## config.mk

```make
export PLATFORM = sky130hd
export DESIGN_NAME = spi_regfile_slave
export DESIGN_NICKNAME = d
export VERILOG_FILES = /design/src/rtl/spi_regfile_slave.sv
export SDC_FILE = /design/constraint.sdc
export NUM_CORES = 2
export LEC_CHECK = 0
export CELL_PAD_IN_SITES_DETAIL_PLACEMENT = 0
export CELL_PAD_IN_SITES_GLOBAL_PLACEMENT = 1
export CORE_MARGIN = 3
export CORE_UTILIZATION = 49
export CTS_BUF_LIST = sky130_fd_sc_hd__clkbuf_8 sky130_fd_sc_hd__clkbuf_16
export DETAILED_ROUTE_END_ITERATION = 10
export GPL_TIMING_DRIVEN = 0
export HOLD_SLACK_MARGIN = 0.08
export PLACE_DENSITY_LB_ADDON = 0.3
export SYNTH_ARGS = -nofsm -noshare
export SYNTH_HDL_FRONTEND = slang
export SYNTH_SLANG_ARGS = --single-unit
export TNS_END_PERCENT = 30
```

## constraint.sdc

```tcl
create_clock -name clk -period 2.9 [get_ports clk]
set_clock_uncertainty 0.15 [all_clocks]
set_input_delay 0.29 -clock clk [delete_from_list [all_inputs] [get_ports clk]]
set_output_delay 0.29 -clock clk [all_outputs]
set_load 0.01 [all_outputs]
```

## src/rtl/spi_regfile_slave.sv

```systemverilog
module spi_regfile_slave #(
  parameter int ADDR_W = 7,
  parameter int INSTR_W = 16,
  parameter int CFG_ADDR = 'h000,
  parameter int STRB_ADDR = 'h02A
) (
  input  logic       clk,
  input  logic       rst_n,
  input  logic       sclk,
  input  logic       cs_n,
  input  logic       sdio_i,
  output logic       sdio_o,
  output logic       sdio_oe,
  output logic       sdo,
  output logic [3:0] seq_strb
);
  localparam int DEPTH = 1 << ADDR_W;
  localparam int AW = INSTR_W - 1;
  localparam logic [4:0] LAST_INSTR = 5'(INSTR_W - 1);
  localparam logic [4:0] FIRST_DATA = 5'(INSTR_W);
  localparam logic [4:0] LAST_DATA = 5'(INSTR_W + 7);

  logic [2:0] sck_q, cs_q;
  logic [1:0] sdi_q;
  logic [4:0] cnt;
  logic [AW-1:0] shreg, addr, pend_addr;
  logic [7:0] pend_data;
  logic rd, pend_v, out_bit;
  logic [7:0] mem [DEPTH];

  wire sel       = ~cs_q[1];
  wire cs_rise   = cs_q[1] & ~cs_q[2];
  wire sck_rise  = sck_q[1] & ~sck_q[2];
  wire sck_fall  = ~sck_q[1] & sck_q[2];
  wire sdi       = sdi_q[1];
  wire in_data   = cnt >= FIRST_DATA;
  wire byte_done = sel & sck_rise & (cnt == LAST_DATA);
  wire commit    = pend_v & (cs_rise | (byte_done & ~rd));
  wire four_wire = mem[CFG_ADDR][4:3] == 2'b11;
  wire rd_ok     = (addr < AW'(DEPTH)) && (addr != AW'(STRB_ADDR));
  wire wr_ok     = (pend_addr < AW'(DEPTH)) && (pend_addr != AW'(STRB_ADDR));
  wire [7:0] rd_data = rd_ok ? mem[addr[ADDR_W-1:0]] : 8'h00;

  assign sdio_oe = sel & rd & in_data & ~four_wire;
  assign sdio_o  = sdio_oe & out_bit;
  assign sdo     = sel & rd & in_data & four_wire & out_bit;

  always_ff @(posedge clk or negedge rst_n)
    if (!rst_n) begin
      sck_q <= '0;
      cs_q  <= '1;
      sdi_q <= '0;
    end else begin
      sck_q <= {sck_q[1:0], sclk};
      cs_q  <= {cs_q[1:0], cs_n};
      sdi_q <= {sdi_q[0], sdio_i};
    end

  always_ff @(posedge clk or negedge rst_n)
    if (!rst_n) begin
      cnt <= '0; rd <= 1'b0; addr <= '0; shreg <= '0;
      pend_v <= 1'b0; pend_addr <= '0; pend_data <= '0; out_bit <= 1'b0;
    end else begin
      if (commit) pend_v <= 1'b0;
      if (!sel) begin
        cnt <= '0;
        rd  <= 1'b0;
      end else begin
        if (sck_rise) begin
          shreg <= {shreg[AW-2:0], sdi};
          if (cnt == LAST_INSTR) begin
            rd   <= shreg[AW-1];
            addr <= {shreg[AW-2:0], sdi};
            cnt  <= FIRST_DATA;
          end else if (cnt == LAST_DATA) begin
            cnt  <= FIRST_DATA;
            addr <= addr + 1'b1;
            if (!rd) begin
              pend_v    <= 1'b1;
              pend_addr <= addr;
              pend_data <= {shreg[6:0], sdi};
            end
          end else
            cnt <= cnt + 1'b1;
        end
        if (sck_fall && rd && in_data) out_bit <= rd_data[~cnt[2:0]];
      end
    end

  always_ff @(posedge clk or negedge rst_n)
    if (!rst_n) begin
      for (int i = 0; i < DEPTH; i++) mem[i] <= '0;
    end else if (commit && wr_ok)
      mem[pend_addr[ADDR_W-1:0]] <= pend_data;

  always_ff @(posedge clk or negedge rst_n)
    if (!rst_n) seq_strb <= '0;
    else seq_strb <= (commit && pend_addr == AW'(STRB_ADDR)) ? pend_data[3:0] : 4'h0;

  AST_IDLE_QUIET: assert property (@(posedge clk) disable iff (!rst_n)
    cs_n && $past(cs_n) && $past(cs_n, 2) |-> !sdio_oe && !sdo);
  AST_CS_COMMIT: assert property (@(posedge clk) disable iff (!rst_n)
    cs_rise |=> !pend_v);
  AST_ADDR_STEP: assert property (@(posedge clk) disable iff (!rst_n)
    byte_done |=> addr == $past(addr) + 1'b1);
  AST_FOUR_WIRE_SHARED_OFF: assert property (@(posedge clk) disable iff (!rst_n)
    four_wire |-> !sdio_oe);
  AST_STRB_SINGLE: assert property (@(posedge clk) disable iff (!rst_n)
    seq_strb != 4'h0 |=> seq_strb == 4'h0);
endmodule

```

==> results.txt <==
The run finished, with violations left. The checks that failed: negative hold slack, max-capacitance violations, max-slew violations, negative setup slack. The proportion of netlist area held by the largest area contributor is 0.542, and the growth of design area from synthesis to finish is 20.7%.

The async set-or-reset flop fraction in the synthesized netlist is 1.00. The first global-routing pass estimated 268000 um of wire. The congestion estimate from routability-driven global placement came to 0.977. The slowest stage of the critical path is the sky130_fd_sc_hd__a311oi_4 cell. The setup slack on the worst flop-to-flop path is -0.73 ns. The path class of the tightest hold or removal check is in -> async. Normalized max-slew margin: -0.109. The average instance in the mapped netlist occupies 15.1 um2. Pin slew with the least headroom to its limit: 1.66 ns. The length in cells of the worst reg-to-reg path is 11. The share of cells above drive strength 1 came out at 0.524.

In the post-synthesis netlist, the biggest area contributors are sky130_fd_sc_hd__dfrtp_1 54%, sky130_fd_sc_hd__mux2_2 23%, sky130_fd_sc_hd__mux4_2 8.2%. Yosys mapped a number of flops with a built-in enable equal to 0. The largest single stage delay on the critical path is 0.57 ns. The number of antenna violations at the first check in global routing came out at 12.

The worst setup path is captured at a flip-flop. The maximum number of pins on one net before global-route repair is 172. The most prevalent standard cell on the critical path is sky130_fd_sc_hd__buf_6. The ratio of final minimum period to clock period was 1.25; the peak clock frequency supported by timing was 276 MHz.

TritonCTS built the clock tree. Following the worst setup path forward leads to its endpoint at out_bit. The net count of the finished layout is 3614. Wire length per cell: 37.7 um. The final route contains 33.9k vias. IR analysis of the VDD net gives a maximum drop of 0.000506 V. The detailed-route wire length is 192000 um. Buffers inserted during clock tree synthesis total 116. After detailed routing, the number of vias per cell comes to 6.66.

The mapped netlist covers 50500 um2. The met1 layer usage reported by global route is 0.466, and the number of buffers and inverters on the critical path is 5. The tools report the count of TritonRoute iterations in the first routing pass as 6.

Pin placement for this block handled 12 I/O pins. The busiest layer in global routing is met2. Setup violations remaining at the end of the flow were counted as 559.

The critical path's top delay family is buffers and inverters. The minimum setup slack in the final design was -0.730 ns; the depth of the critical timing path with buffers and inverters included was 11. In the final timing run, aggregate negative setup slack is -47.84 ns. For the worst-case hold slack, the log shows -0.594 ns. The startpoint identified for the worst register-to-register timing path is addr[2].

The number of buffer cells added on primary ports is 11, and the die outline height is 327 um. STA puts the critical path data required time at 3.38 ns. The analysis attributes to cell leakage a power of 0.0282 uW. Clock tree synthesis found a total of 1097 sinks.

The register clock-pin slew on the reported worst setup and hold paths was 0.06 ns; the number of placement rows was 117. The tools report the sequential element share of the synthesized area as 0.543. The synthesized instance count was 3350; the total of flip-flops plus latches after synthesis was 1097. Detailed placement finished with a half-perimeter wire length of 128000 um. The logs give 3 for the number of H-tree branching levels and 4.11 ns for the critical path data arrival time. After routing the design area is 61000 um2.

The destination of the worst register-to-register timing path is out_bit. The critical path goes through buf_6 > buf_6 > buf_6 > buf_6 > nand2_1 > a311oi_4 > o32ai_1 > a22oi_2 > nor4_2 > buf_4 > o41ai_2. Most used flip-flop cell after synthesis: sky130_fd_sc_hd__dfrtp_1.

The shortest clock period the worst path allows after layout works out to 3.63 ns. Clock tree synthesis selected as its root buffer the cell sky130_fd_sc_hd__clkbuf_16. The run gives 0.495 as the initial standard-cell utilization of the core. The area of the die is 107000 um2.

The startpoint of the most critical setup path was addr[2]. The die width is 327 um. sky130_fd_sc_hd__dfrtp_1 takes more of the synthesized area than any other cell. Dividing total power by cell area gives a power density of 530 nW/um2. STA classifies the critical path startpoint as a flip-flop. Of all nets on the critical path, the largest fanout is 10.

Once placement finished, the instance area stood at 52500 um2. The core region is 102000 um2. The critical path in this run is classified as reg -> reg.

The count of different cell masters after synthesis came out at 70. The via count of the first global-routing pass is 35.0k, and the number of failing hold endpoints at the final stage is 149. The max-slew violation count was 11; the overall track demand over capacity in global routing was 0.357.

For this run, design rule violations remaining after detail routing come to 0. The deepest clock path buffer count was 3; the post-cts hold buffer count was 3. Number of nets with antenna violations after detailed routing: 0. Setup repair after global routing could not meet its margin everywhere.

When the netlist entered floorplanning its net count stood at 3360. The tools report the global routing usage on met3 as 0.113. The tool flagged a number of max-cap violations equal to 3. The run gives 3715 as the DRC marker count from the first detailed-route iteration.

For the worst-skew pair, the clock arrives at the later sink with an insertion delay of 0.75 ns. Number of warning messages in the yosys log: 0. The met2 layer usage reported by global route was 0.527.

The total overflow left after global routing is 0.
how the worst min path moves through the flow:
stage | to | slack [ns]
after floorplan | addr[0] | -0.16
after global placement | sdi_q[1] | 0.18
after detailed placement | sck_q[1] | 0.19
after CTS | mem[216] | -0.53
after global routing | mem[184] | -0.53
final | mem[184] | -0.59
per-stage QoR:
stage | setup slack, ns | hold slack (ns) | instances | utilization | power, uW
2_1_floorplan | 0.0381 | -0.156 | 3350 | - | 15800
3_3_place_gp | -44.57 | 0.183 | 4729 | 0.513 | 16100
3_5_place_dp | -2.34 | 0.187 | 4736 | 0.515 | 16200
4_1_cts | -0.673 | -0.526 | 5047 | 0.585 | 32400
5_1_grt | -0.727 | -0.534 | 5074 | 0.597 | 33100
6_report | -0.730 | -0.594 | 5085 | 0.598 | 32300
worst reg2reg max path, delay by kind of cell (launching register included):
kind | cells | cell delay [ns]
simple gates | 2 | 0.22
buf+inv | 5 | 1.41
compound gates | 4 | 1.25
flops | 1 | 0.49
placed cells by master (no fill, tap or decap), drive strengths merged, types with 4 or more instances in the layout:
master and n:
o21ai 38, a211oi 23, clkdlybuf4s50 10, nand3 29, a21oi 43, diode 11
buf 219, bufinv 17, clkinv 32, a2111oi 5, and2 18, mux2i 80
nor2b 18, nor2 93, o31ai 4, clkbuf 312, a221oi 15, o221ai 18
a31oi 5, nor3 14, ha 5, inv 26, a22o 14, nand4 7
a32oi 5, o22ai 15, nor4 9, nand2b 13, mux2 1063, dfrtp 1094
a22oi 38, mux4 224, nand2 138, and3 12
cell type report:
cell class	count	area, um2
multi-input cells	1986	23300
well taps	1368	1710
inverters	13	55.1
fillers	7691	41100
flip-flops and latches	1097	27500
repair buffers	142	1910
clock inverters	65	821
clock buffers	155	3450
plain buffers	248	2210
diodes	11	27.5
routing by layer:
layer	wire, um	vias to the layer above
met5	67	-
met4	13800	10
met3	20000	620
met2	84300	1853
met1	73500	18323
li1	-	13072
where the power goes:
| group | switching (uW) | leakage (uW) | internal, uW | total [uW] |
|---|---|---|---|---|
| Sequential | 76.3 | 0.0153 | 15400 | 15400 |
| Combinational | 365 | 0.0108 | 99.9 | 465 |
| Clock | 6550 | 0.00218 | 9840 | 16400 |
state kept, by name (all words and copies together) (netlist names):
signal and flops:
mem 1024, addr 15, pend_addr 15, shreg 15, pend_data 8, cnt 5, seq_strb 4, cs_q 3
sck_q 3, sdi_q 2, out_bit 1, pend_v 1, rd 1
cells by family (layout without fill, tap and decap cells):
group           after synthesis  count (layout)  synth area share
xor+xnor                      1               1          0.000173
other cells                   0              11                 0
fa+ha+maj                     5               5           0.00124
flops                      1097            1097             0.543
mux                        1367            1367             0.356
compound gates              248             248            0.0350
buf+inv                     267             623            0.0284
simple gates                365             365            0.0363
synth_stat cells, types with 29 or more instances:
library cell	number
sky130_fd_sc_hd__mux2_2	1048
sky130_fd_sc_hd__a22oi_1	38
sky130_fd_sc_hd__nor2_2	30
sky130_fd_sc_hd__o21ai_0	38
sky130_fd_sc_hd__clkbuf_1	159
sky130_fd_sc_hd__mux4_1	39
sky130_fd_sc_hd__mux2i_1	80
sky130_fd_sc_hd__nor2_1	53
sky130_fd_sc_hd__mux4_2	185
sky130_fd_sc_hd__dfrtp_1	1094
sky130_fd_sc_hd__nand2_1	138
sky130_fd_sc_hd__nand3_1	29
sky130_fd_sc_hd__a21oi_1	43
sky130_fd_sc_hd__buf_2	45
timing repair:
action	CTS	global route
hold endpoints to repair	142	139
gates resized for setup	442	209
setup endpoints to repair	1057	991
setup buffers	91	24
cloned	2	3
pin swaps	44	35
No activity file was read; power rests on OpenSTA's default activity.
